<file path="config.mk">
export PLATFORM = sky130hd
export DESIGN_NAME = cfg_window_bridge
export DESIGN_NICKNAME = d
export VERILOG_FILES = /design/src/rtl/cfg_window_bridge.sv
export SDC_FILE = /design/constraint.sdc
export NUM_CORES = 1
export LEC_CHECK = 0
export BUFFER_PORTS_ARGS = -buffer_cell sky130_fd_sc_hd__buf_2
export CAP_MARGIN = 30
export CORE_ASPECT_RATIO = 0.75
export CORE_MARGIN = 3
export CORE_UTILIZATION = 30
export DETAILED_ROUTE_END_ITERATION = 12
export HOLD_SLACK_MARGIN = 0.1
export MAX_ROUTING_LAYER = met4
export PLACE_DENSITY_LB_ADDON = 0.3
export SYNTH_ARGS = -nofsm -noshare
export SYNTH_HDL_FRONTEND = slang
export SYNTH_SLANG_ARGS = --single-unit
</file>
<file path="constraint.sdc">
create_clock -name clk -period 2.87 [get_ports clk]
set_input_delay 0.574 -clock clk [delete_from_list [all_inputs] [get_ports clk]]
set_output_delay 0.574 -clock clk [all_outputs]
set_load 0.01 [all_outputs]
</file>
<file path="src/rtl/cfg_window_bridge.sv">
module cfg_window_bridge #(
  parameter int STD_LIMIT = 256,
  parameter int WIN_LIMIT = 256
) (
  input  logic        clk,
  input  logic        rst_n,
  input  logic        h_req,
  input  logic        h_wr,
  input  logic        h_sel,
  input  logic [1:0]  h_off,
  input  logic [2:0]  h_len,
  input  logic [31:0] h_wdata,
  output logic        h_ack,
  output logic [31:0] h_rdata,
  output logic        h_busy,
  input  logic        ext_space,
  output logic        d_req_valid,
  input  logic        d_req_ready,
  output logic        d_req_wr,
  output logic [7:0]  d_bus,
  output logic [7:0]  d_devfn,
  output logic [7:0]  d_off,
  output logic [2:0]  d_len,
  output logic [31:0] d_wdata,
  input  logic        d_rsp_valid,
  input  logic [31:0] d_rsp_data,
  input  logic        d_present,
  input  logic        d_hotplug,
  input  logic        d_fn0_present
);
  localparam int LIM_MAX = (WIN_LIMIT > STD_LIMIT) ? WIN_LIMIT : STD_LIMIT;
  localparam int LIM_W = $clog2(LIM_MAX + 1) + 1;
  localparam logic [LIM_W-1:0] STD_L = LIM_W'(STD_LIMIT);
  localparam logic [LIM_W-1:0] WIN_L = LIM_W'(WIN_LIMIT);
  localparam bit NEEDS_EXT = (WIN_LIMIT > STD_LIMIT);

  typedef enum logic [1:0] {S_IDLE, S_ISSUE, S_WAIT} state_t;

  state_t      state;
  logic [31:0] cfg_q;
  logic        wr_q;
  logic [7:0]  off_q;
  logic [2:0]  len_q;
  logic [31:0] wdata_q;

  logic [LIM_W-1:0] limit, off_x, room;
  logic [7:0] off_w;
  logic [2:0] len_req, len_fit;
  logic       hidden, in_range, pass, idle_req, sel_wr_ok;

  assign limit     = (NEEDS_EXT && !ext_space) ? STD_L : WIN_L;
  assign off_w     = cfg_q[7:0] | {6'd0, h_off};
  assign off_x     = LIM_W'(off_w);
  assign in_range  = off_x < limit;
  assign room      = limit - off_x;
  assign len_req   = (h_len == 3'd0 || h_len > 3'd4) ? 3'd4 : h_len;
  assign len_fit   = (room < LIM_W'(len_req)) ? room[2:0] : len_req;
  assign hidden    = d_hotplug && (cfg_q[10:8] != 3'd0) && !d_fn0_present;
  assign pass      = cfg_q[31] && d_present && !hidden && in_range;
  assign idle_req  = h_req && (state == S_IDLE);
  assign sel_wr_ok = (h_off == 2'd0) && (h_len == 3'd4);

  assign d_bus       = cfg_q[23:16];
  assign d_devfn     = cfg_q[15:8];
  assign d_off       = off_q;
  assign d_len       = len_q;
  assign d_req_wr    = wr_q;
  assign d_wdata     = wdata_q;
  assign d_req_valid = (state == S_ISSUE);
  assign h_busy      = (state != S_IDLE);

  always_ff @(posedge clk) begin
    if (!rst_n) begin
      state   <= S_IDLE;
      cfg_q   <= '0;
      wr_q    <= 1'b0;
      off_q   <= '0;
      len_q   <= '0;
      wdata_q <= '0;
      h_ack   <= 1'b0;
      h_rdata <= '0;
    end else begin
      h_ack <= 1'b0;
      case (state)
        S_IDLE: if (idle_req) begin
          if (!h_sel) begin
            h_ack <= 1'b1;
            if (h_wr) begin
              if (sel_wr_ok) cfg_q <= h_wdata;
            end else begin
              h_rdata <= cfg_q;
            end
          end else if (pass) begin
            state   <= S_ISSUE;
            wr_q    <= h_wr;
            off_q   <= off_w;
            len_q   <= len_fit;
            wdata_q <= h_wdata;
          end else begin
            h_ack <= 1'b1;
            if (!h_wr) h_rdata <= '1;
          end
        end
        S_ISSUE: if (d_req_ready) begin
          if (wr_q) begin
            state <= S_IDLE;
            h_ack <= 1'b1;
          end else begin
            state <= S_WAIT;
          end
        end
        S_WAIT: if (d_rsp_valid) begin
          state   <= S_IDLE;
          h_rdata <= d_rsp_data;
          h_ack   <= 1'b1;
        end
        default: state <= S_IDLE;
      endcase
    end
  end

  a_r2_selector_only_aligned: assert property (@(posedge clk) disable iff (!rst_n)
    !$stable(cfg_q) |-> $past(h_req && h_wr && !h_sel && h_off == 2'd0 && h_len == 3'd4));

  a_r12_busy_keeps_selector: assert property (@(posedge clk) disable iff (!rst_n)
    h_busy |=> $stable(cfg_q));

  a_r11_request_held: assert property (@(posedge clk) disable iff (!rst_n)
    (d_req_valid && !d_req_ready) |=>
      (d_req_valid && $stable({d_req_wr, d_bus, d_devfn, d_off, d_len, d_wdata})));

  a_r8_length_fits: assert property (@(posedge clk) disable iff (!rst_n)
    d_req_valid |-> (d_len != 3'd0 && d_len <= 3'd4 &&
                     (LIM_W'(d_off) + LIM_W'(d_len)) <= limit));

  a_r6_r9_gate_before_issue: assert property (@(posedge clk) disable iff (!rst_n)
    $rose(d_req_valid) |-> $past(cfg_q[31] && d_present &&
                                 !(d_hotplug && d_devfn[2:0] != 3'd0 && !d_fn0_present)));

  a_r11_ack_has_cause: assert property (@(posedge clk) disable iff (!rst_n)
    h_ack |-> $past(h_req || h_busy));
endmodule

</file>
Word-level counts from Yosys, hierarchy flattened. Cells that the tools add are included.

Register bits after elaboration: 111. Latch bits: 0. RAM bits: 0. Memories: 0. Memory bits (read-only): 0. Output and inout bits: 95.

Reductions and logical operators: 20. Div/mod/pow operators: 0. Shift operators: 0. Magnitude comparators: 3. Eq/ne operators: 11. Multiply operators: 0. Bitwise operators: 2. Add/sub/neg operators: 1. Muxes and demuxes: 23.

Operator list (count): 2-to-1 mux 32 bit (6); one-hot mux 32 bit (2 select lines) (1); 2-to-1 mux 2 bit (6); < comparator 10 x 3 -> 1 bit (1); AND reduction 5 bit (2); subtractor 9 x 8 -> 10 bit (first input constant) (1); < comparator 8 x 9 -> 1 bit (second input constant) (1); inequality test 3 bit (second input constant) (3); inequality test 2 bit (second input constant) (4); bitwise OR 8 x 2 -> 8 bit (1); logical AND 1 bit (7); 2-to-1 mux 1 bit (6); 2-to-1 mux 3 bit (2); one-hot mux 2 bit (3 select lines) (1); AND reduction 6 bit (1); zero test 2 bit (2); AND reduction 4 bit (1); nonzero test 2 bit (2); equality test 3 bit (second input constant) (1); greater-than comparator 3 bit (second input constant) (1); zero test 3 bit (1); one-hot mux 1 bit (3 select lines) (1); nonzero test 3 bit (1); equality test 2 x 1 -> 1 bit (second input constant) (1); 5 further kinds (6).

Longest topological paths before layout. Gate-level depths: netlist of the first run.

Word-level depth: 10. Gate-level depth with buffers: 9. Depth with buffers taken out: 9.

Least setup slack after synthesis of the first run. OpenSTA, ideal clock, no wires.

Kind: input to register. Start point: in h_len[1]. End point: reg len_q[0] (netlist: d_len[0]). Setup time: 0.074 ns. Path buffers: 0. Arrival: 2.184 ns. Cell stages on the path: 8. Setup slack: 0.612 ns. Cells stage by stage: or2_2 ha_1 ha_1 o21ai_0 a21oi_1 a211oi_4 or3b_1 a31oi_1.

Longest elaborated chain between the ends: 5. Elaborated cells between the ends (all ways): 6. Classes of those cells: order compare (2); mux (2); reduce/logical (2).

RTL lines: start: declaration (RTL line 11) `input logic [2:0] h_len,`; greater-than comparator 3 bit or zero test 3 bit (tied branches) (RTL line 56) `assign len_req = (h_len == 3'd0 || h_len > 3'd4) ? 3'd4 : h_len;`; logical OR 1 bit (RTL line 56); 2-to-1 mux 3 bit (*) (RTL line 56); < comparator 10 x 3 -> 1 bit (RTL line 57) `assign len_fit = (room < LIM_W'(len_req)) ? room[2:0] : len_req;`; 2-to-1 mux 3 bit (*) (RTL line 57); end signal: assignment (RTL line 97) `len_q <= len_fit;`; end: declaration (RTL line 43) `logic [2:0] len_q;`.

Every way passes the cells marked *; elsewhere a longest branch is shown, timed or not. A chain may end at the register's enable or synchronous reset.

Worst setup path after layout of the first run.
Start point: reg cfg_q[8]. End point: reg wdata_q[3] (netlist: d_wdata[3]).

Longest elaborated chain between the ends: 7.

RTL lines: start: declaration (RTL line 40) `logic [31:0] cfg_q;`; start signal: assignment (RTL line 89) `if (sel_wr_ok) cfg_q <= h_wdata;`; nonzero test 3 bit (RTL line 58) `assign hidden = d_hotplug && (cfg_q[10:8] != 3'd0) && !d_fn0_present;`; logical AND 1 bit (2 in a row) (RTL line 58); zero test 1 bit (RTL line 59) `assign pass = cfg_q[31] && d_present && !hidden && in_range;`; logical AND 1 bit (2 in a row) (RTL line 59); AND reduction 4 bit (no source line); end signal: assignment (RTL line 98) `wdata_q <= h_wdata;`; end: declaration (RTL line 44) `logic [31:0] wdata_q;`.

No other way between the ends.

==> results of run 1 <==
logic make-up after synthesis:
group / Yosys count / synth area share
flip-flops: 111 / 0.483
AO/OA/AOI/OAI: 154 / 0.203
buffers and inverters: 69 / 0.0704
AND/OR/NAND/NOR: 241 / 0.228
XOR/XNOR: 1 / 0.00190
adder cells (fa/ha/maj): 5 / 0.0136
per-layer routing:
layer	vias to the layer above	track usage	wire length, um
met5	-	-	0
met4	0	0.0274	65
met3	9	0.0348	871
met2	141	0.251	6150
met1	2045	0.257	7440
li1	2245	-	-
power by group:
group          internal, W  switching, W
sequential         0.00156     0.0000117
combinational    0.0000977      0.000139
clock             0.000695      0.000612
final cells by class:
type                            instances  area [um^2]  area share
Multi-Input combinational cell        401         2070       0.353
Clock buffer                           10          229      0.0391
Tap cell                              200          250      0.0427
Inverter                                5         18.8     0.00320
Clock inverter                          6         76.3      0.0130
Timing Repair Buffer                  188          991       0.169
Sequential cell                       111         2220       0.379
Yosys cell counts:
cell type and instances:
a211oi_1 2, a211oi_4 1, a21o_1 1, a21oi_1 76, a31oi_1 2, and2_1 2
and3_1 2, buf_1 1, buf_2 4, buf_4 16, clkbuf_1 43, dfxtp_1 111
ha_1 5, inv_1 5, nand2_1 180, nand2b_1 2, nand3_1 3, nand3b_1 1
nand4_1 1, nor2_1 7, nor2b_1 3, nor3b_1 1, nor4b_1 1, o2111ai_1 32
o211ai_1 1, o21ai_0 36, o221a_1 1, o22a_1 1, o31ai_2 1, or2_2 2
or3_1 32, or3_2 1, or3b_1 1, or4_1 1, or4_4 1, xnor2_1 1
per-stage QoR:
stage          std cells  hold WS, ns
5_1_grt              921        0.459
3_5_place_dp         905        0.443
3_3_place_gp         905        0.443
6_report             921        0.453
2_1_floorplan        581        0.432
4_1_cts              921        0.455
path summary, 6_finish.rpt:
path              startpoint         end  depth (start not counted)
hold / removal    d_wdata[5]  d_wdata[5]                          2
hold reg to reg   d_wdata[5]  d_wdata[5]                          2
setup / recovery    cfg_q[8]  d_wdata[3]                          6
setup reg to reg    cfg_q[8]  d_wdata[3]                          6
critical path: stages, from the launching register on:
cell and delay (ns):
dfxtp_1 0.34, or3_1 0.43, a31oi_1 0.50, nand2_1 0.51, buf_4 0.37, nand2_1 0.09, a21oi_1 0.06
registers in the layout (all words and copies together) (netlist names):
name / cells
state: 2
d_wdata: 32
h_ack: 1
cfg_q: 32
d_len: 3
d_off: 8
d_req_wr: 1
h_rdata: 32
==> results.txt, run 1 <==
Status -> finished, final reports clean
Worst Hold Class -> reg2reg
Rows -> 38
Reg clk slew, reported paths -> 0.08 ns
H-Tree Depth -> 3
CP Capture Type -> flop
Nets@finish -> 801
Drt pass-1 iters -> 4
Syn Inst Count -> 581
Routed wire length per instance -> 15.8 um
Io pins -> 175
Post-Syn Nets -> 666
Share of cells above drive strength 1 -> 0.294
Yosys reg bits -> 111
Later-pin clock latency in the skew report -> 0.35 ns
Cts bufs inserted -> 9
Vias in the first global route -> 4147
DR DRC count -> 0
Fmax -> 410 MHz
Die extent in x -> 149 um
Clk sinks -> 111
Max_cap viols -> 0
Vias -> 4440
Yosys top cell by area -> dfxtp_1
Tot Pwr -> 0.00312 W
Setup Fix Bufs, Post-CTS -> 0
Tcrit/Tclk final -> 0.851
Pre-CTS setup slack -> 0.269 ns
First-pass GRT wire length -> 22900 um
Most common cell after layout, fill and taps aside -> nand2_1
GRT Util Overall -> 0.174
Largest net degree at the start of global routing -> 69
Least-Margin Pin Slew -> 0.708 ns
GP Congestion -> 0.766
Root buffer selected by CTS -> clkbuf_16
Sequential share of the synthesized area -> 0.483
Max Slew Vio Count -> 0
CTS max path bufs -> 2
DP Area -> 5550 um^2
CTS tree -> built
Final setup fails -> 0
Initial detailed-routing violation count -> 193
Synth top area share -> 0.483
Final hold viol count -> 0
Worst Setup Path Type -> reg2reg
Initial antenna violation count -> 0
Leading post-synthesis cells by cell area -> dfxtp_1 (48%), nand2_1 (15%), a21oi_1 (8.3%)
Core area -> 14700 um^2
Minimum clock period -> 2.44 ns
Antenna-violating nets left -> 0
Clk_skew -> 0.0105 ns
Relative slew slack -> 0.528
IO Port Bufs -> 173
Static leakage -> 2.48 nW
Die height -> 113 um
PD cells -> 532 nW/um^2
Commonest cells after routing, fill and taps aside -> nand2_1 (180), buf_2 (173), dfxtp_1 (111), a21oi_1 (76), o21ai_0 (36)
Final setup TNS -> 0 ns
Synth cell types -> 36
Synthesized cell area -> 4600 um^2
CP Max Fanout -> 19
Hold Buf Count CTS -> 0
PnR worst setup slack -> 0.428 ns
DP Wirelength -> 10400 um
GRT overflow -> 0
Final wirelength -> 14500 um
CTS resizes -> 0
Startpoint types -> flop
Syn. warnings -> 0
Synth-to-Final Area Change -> 27.2%
Initial Utilization -> 0.312
Antenna Cells -> 0
IR drop worst, VDD -> 0.270 mV
RSZ-0062 raised after global routing -> no
Die area -> 16900 um^2
Core Util, Final -> 0.397
Worst endpoint required time -> 3.09 ns
Mean Syn Cell Area -> 7.92 um^2
Internal reg-to-reg setup slack -> 0.43 ns
Critical path arrival -> 2.66 ns
Via density -> 4.82
Final Instance Area -> 5860 um^2
Fillers -> 1570
(Power assumes the default switching activity.)
==> run 2, diff against run 1 <==
Settings changed: CORE_MARGIN 3 to default.
==> run 2 against run 1 <==
Compared with the run above:
- sequential share of layout area grew 0.073 points
- register-to-register slack gained 0.16 ns
- power shrank 3.8%
- core utilization shrank 0.076 points
- critical endpoint is now d_wdata[8]
==> results.txt, run 2 (synthesis gave the netlist of run 1 again) <==
Status -> finished, final reports clean
Worst endpoint required time -> 3.14 ns
FF-to-FF Start -> cfg_q[8]
Switching share of power -> 0.242
Clk pwr share -> 0.396
Least-Margin Pin Slew -> 0.732 ns
Largest net degree at the start of global routing -> 69
Hold path cells -> 2
CP Capture Type -> flop
Final wirelength -> 14100 um
Core area -> 14700 um^2
Relative slew slack -> 0.512
Initial antenna violation count -> 1
Later-pin clock latency in the skew report -> 0.34 ns
Cts bufs inserted -> 9
H-Tree Depth -> 3
Static leakage -> 2.46 nW
Commonest cells after routing, fill and taps aside -> nand2_1 (179), buf_2 (173), dfxtp_1 (111), a21oi_1 (76), o21ai_0 (36)
CP Max Fanout -> 23
Internal reg-to-reg setup slack -> 0.59 ns
CTS tree -> built
Core Util, Final -> 0.397
GRT Util Overall -> 0.182
Worst Setup Path Type -> reg2reg
HP Start -> cfg_q[25]
CTS max path bufs -> 2
Initial Utilization -> 0.312
Worst Hold Class -> reg2reg
First-pass GRT wire length -> 22000 um
Final hold viol count -> 0
Drt pass-1 iters -> 5
Hold worst-path end -> cfg_q[25]
Die area -> 15900 um^2
R2R depth -> 7
Share of cells above drive strength 1 -> 0.296
Io pins -> 175
Root buffer selected by CTS -> clkbuf_16
Max Slew Vio Count -> 0
Hold Buf Count CTS -> 0
FF-to-FF End -> d_wdata[8]
Fmax -> 439 MHz
CTS resizes -> 0
Nets@finish -> 803
DR DRC count -> 0
IO Port Bufs -> 173
Routed wire length per instance -> 15.3 um
Combinational Power Share -> 0.079
Antenna-violating nets left -> 0
Final setup fails -> 0
GP Congestion -> 0.799
Via density -> 4.78
Setup Fix Bufs, Post-CTS -> 0
Sw Pwr -> 0.000725 W
PD cells -> 513 nW/um^2
GRT overflow -> 0
Die extent in x -> 145 um
DP Wirelength -> 10000 um
RSZ-0062 raised after global routing -> no
Reg clk slew, reported paths -> 0.08 ns
Tcrit/Tclk final -> 0.794
Initial detailed-routing violation count -> 193
Startpoint types -> flop
Clk sinks -> 111
Final setup TNS -> 0 ns
IR drop worst, VDD -> 0.260 mV
Die height -> 109 um
Most common cell after layout, fill and taps aside -> nand2_1
Reg power frac -> 0.525
Max_cap viols -> 0
Rows -> 38
Critical path arrival -> 2.55 ns
Vias -> 4414
Clk_skew -> 0.00870 ns
Fillers -> 1574
Vias in the first global route -> 4144
Minimum clock period -> 2.28 ns
Synth-to-Final Area Change -> 27.0%
Internal power -> 0.00227 W
[run 2: cell type report]
class                      instances  area [um^2]  area share
clock inverter                     4         31.3     0.00535
inverter                           5         18.8     0.00321
clock buffer                      11          243      0.0415
antenna                            1         2.50    0.000428
sequential                       111         2220       0.380
tap                              200          250      0.0428
multi-input combinational        401         2070       0.355
timing repair buffer             190         1010       0.172
[run 2: power by group through the flow]
stage                     logic (W)  registers [W]  clock network, W
after global routing       0.000259        0.00158           0.00129
after CTS                  0.000239        0.00157           0.00123
after global placement     0.000237        0.00161                 0
final                      0.000237        0.00157           0.00119
after floorplan            0.000100        0.00162                 0
after detailed placement   0.000238        0.00161                 0
[run 2: how the worst max path moves through the flow]
stage / startpoint / endpoint / slack (ns) / cells after the start
2_1_floorplan: h_len[1] / d_len[0] / 0.61 / 8
3_3_place_gp: h_off[0] / d_len[0] / 0.30 / 10
3_5_place_dp: h_off[0] / d_len[0] / 0.30 / 10
4_1_cts: cfg_q[8] / d_wdata[8] / 0.60 / 7
5_1_grt: cfg_q[8] / d_req_wr / 0.47 / 7
6_report: cfg_q[8] / d_wdata[8] / 0.59 / 7
[run 2: critical path, stage by stage, from the launching register on]
cell,delay [ns]
dfxtp_1,0.34
or3_1,0.43
a31oi_1,0.28
buf_4,0.20
and2_2,0.44
buf_4,0.32
nand2_1,0.08
a21oi_1,0.13
[run 2: stage by stage]
| stage | std cells | setup slack [ns] | hold WS [ns] | cell area (um^2) | total power (W) |
|---|---|---|---|---|---|
| 2_1_floorplan | 581 | 0.612 | 0.432 | 4600 | 0.00172 |
| 4_1_cts | 922 | 0.601 | 0.455 | 5840 | 0.00304 |
| 6_report | 923 | 0.593 | 0.450 | 5850 | 0.00300 |
| 3_5_place_dp | 907 | 0.300 | 0.444 | 5570 | 0.00185 |
| 3_3_place_gp | 907 | 0.305 | 0.441 | 5570 | 0.00185 |
| 5_1_grt | 923 | 0.466 | 0.466 | 5850 | 0.00312 |
[run 2: per-layer routing]
| layer | wire length (um) | vias to the layer above | share of wire | global-route usage |
|---|---|---|---|---|
| met3 | 681 | 5 | 0.048 | 0.0390 |
| li1 | - | 2252 | - | - |
| met5 | 0 | - | 0 | - |
| met1 | 7250 | 2031 | 0.51 | 0.247 |
| met4 | 38 | 0 | 0.0027 | 0.0346 |
| met2 | 6150 | 126 | 0.44 | 0.279 |
==> run 3, diff against run 2 <==
Settings changed: ABC_AREA from default to 1.
Clock period 2.87 ns to 2.11 ns, I/O delays scaled along.
==> run 3 against run 2 <==
Compared with the run above:
- core utilization decreased by 0.41 points
- non-clock buffer count grew 4
- cell count is 10% higher
==> results.txt, run 3 <==
Status -> finished, final reports clean
Sw Pwr -> 0.00108 W
Later-pin clock latency in the skew report -> 0.36 ns
Io pins -> 175
Reg clk slew, reported paths -> 0.08 ns
Share of cells above drive strength 1 -> 0.271
Max Slew Vio Count -> 0
Final wirelength -> 15400 um
Root buffer selected by CTS -> clkbuf_16
Synth top area share -> 0.468
Clk sinks -> 111
IO Port Bufs -> 173
GP Congestion -> 0.852
Tcrit/Tclk final -> 0.878
Final hold viol count -> 0
Antenna Cells -> 0
Sequential share of the synthesized area -> 0.468
First-pass GRT wire length -> 23900 um
Cts bufs inserted -> 9
Final setup fails -> 0
Clk_skew -> 0.00565 ns
Commonest cells post-synth -> nand2_1 (158), nor2_1 (132), dfxtp_1 (111)
Rows -> 39
Startpoint types -> flop
Nets@finish -> 894
Syn. warnings -> 0
Reg power frac -> 0.512
CP Max Fanout -> 3
Synthesized cell area -> 4740 um^2
Most common cell after layout, fill and taps aside -> buf_2
Max_cap viols -> 0
Clk pwr share -> 0.392
Die area -> 16300 um^2
Worst Hold Class -> in2reg
Post-Syn Nets -> 750
Synth-to-Final Area Change -> 26.8%
Static leakage -> 2.73 nW
Vias in the first global route -> 4230
Die height -> 111 um
Antenna-violating nets left -> 0
RSZ-0062 raised after global routing -> no
Leading post-synthesis cells by cell area -> dfxtp_1 (47%), nand2_1 (13%), nor2_1 (10%)
CTS tree -> built
DR top layer -> met4
Drt pass-1 iters -> 7
Relative slew slack -> 0.655
Initial Utilization -> 0.310
Die extent in x -> 147 um
DR DRC count -> 0
Synth Flop Type -> dfxtp_1
GRT overflow -> 0
Yosys reg bits -> 111
Pre-CTS setup slack -> 0.130 ns
Hold Buf Count CTS -> 0
Mean Syn Cell Area -> 7.13 um^2
Vias -> 4721
Fmax -> 540 MHz
Commonest cells after routing, fill and taps aside -> buf_2 (173), nand2_1 (158), nor2_1 (132), dfxtp_1 (110), o21ai_0 (65)
Critical path arrival -> 2.11 ns
Synth cell types -> 27
Minimum clock period -> 1.85 ns
Ys async rst share -> 0
Final Instance Area -> 6020 um^2
Core area -> 15300 um^2
WL met2 -> 5830 um
CTS max path bufs -> 2
H-Tree Depth -> 3
Routed wire length per instance -> 15.1 um
Final setup TNS -> 0 ns
GRT Util Overall -> 0.197
Finished Layout Cells -> 1019
WL met3 -> 1030 um
Syn Inst Count -> 665
DP Area -> 5730 um^2
Yosys top cell by area -> dfxtp_1
Least-Margin Pin Slew -> 0.517 ns
Most common cell in the netlist -> nand2_1
CP Capture Type -> flop
PnR worst setup slack -> 0.257 ns
Switching share of power -> 0.256
Metal1 wirelength -> 8390 um
Combinational Power Share -> 0.096
Worst Setup Path Type -> reg2reg
Fillers -> 1653
Internal power -> 0.00314 W
Initial antenna violation count -> 0
EDFF count, synth -> 0
Largest net degree at the start of global routing -> 52
Worst endpoint required time -> 2.37 ns
Initial detailed-routing violation count -> 241
PD cells -> 701 nW/um^2
Via density -> 4.63
DP Wirelength -> 11200 um
Placed Cells -> 1003
IR drop worst, VDD -> 0.333 mV
[run 3: changes by cell type after synthesis, moves of 15 or more]
cell       before  now
a21oi_1        76   45
clkbuf_1       43   27
inv_1           5   20
nand2_1       180  158
nand4_1         1   36
nor2_1          7  132
o2111ai_1      32    0
o21ai_0        36   65
or3_1          32    0
[run 3: kinds of logic after synthesis]
kind of cell	after synthesis	share of synthesized area
AO/OA/AOI/OAI	122	0.136
buffers and inverters	86	0.0865
XOR/XNOR	1	0.00185
AND/OR/NAND/NOR	340	0.294
flip-flops	111	0.468
adder cells (fa/ha/maj)	5	0.0132
[run 3: worst paths after layout]
check / startpoint / endpoint / slack, ns / depth (start not counted)
worst max-delay path: cfg_q[0] / d_len[0] / 0.26 / 12
worst min-delay path: h_wdata[25] / d_wdata[25] / 0.32 / 3
worst max register to register: cfg_q[0] / d_len[0] / 0.26 / 12
worst min register to register: d_wdata[26] / d_wdata[26] / 0.46 / 2
[run 3: worst max-delay path: stages, from the launching register on]
cell and delay (ns):
dfxtp_2 0.39, nor2_1 0.08, ha_1 0.21, xnor2_1 0.16, ha_1 0.21, nor2_1 0.10, nand3_1 0.07, nor2_1 0.14
nand3_1 0.12, nand2_1 0.08, nand3_1 0.09, nand2_1 0.08, inv_1 0.03
[run 3: timing repair]
| item | 4_1_cts | 5_1_grt |
|---|---|---|
| setup buffers | 0 | 0 |
| endpoints found under the setup margin | 0 | 3 |
| gates resized for setup | 0 | 1 |
[run 3: metrics by stage]
step | total power, W | utilization | hold slack, ns
after global routing | 0.00443 | 0.393 | 0.304
after floorplan | 0.00242 | - | 0.450
after global placement | 0.00262 | 0.374 | 0.450
after detailed placement | 0.00262 | 0.374 | 0.455
final | 0.00422 | 0.393 | 0.323
after CTS | 0.00428 | 0.393 | 0.307
[run 3: cell type report]
cell class              instances  area, um^2  share of cell area
clock buffers                  10         239              0.0397
well taps                     205         256              0.0426
inverters                      25        93.8              0.0156
clock inverters                 6        42.5             0.00707
repair buffers                194        1050               0.174
flip-flops and latches        111        2220               0.370
multi-input cells             468        2110               0.351
[run 3: layer usage]
metal,global-route usage,vias to the layer above
li1,-,2437
met1,0.302,2112
met2,0.247,158
met3,0.0539,14
met4,0.0426,0
met5,-,-
[run 3: power by group through the flow]
stage	sequential [W]	combinational (W)	clock (W)
2_1_floorplan	0.00223	0.000190	0
3_3_place_gp	0.00221	0.000408	0
3_5_place_dp	0.00221	0.000406	0
4_1_cts	0.00216	0.000407	0.00172
5_1_grt	0.00217	0.000453	0.00181
6_report	0.00216	0.000404	0.00165
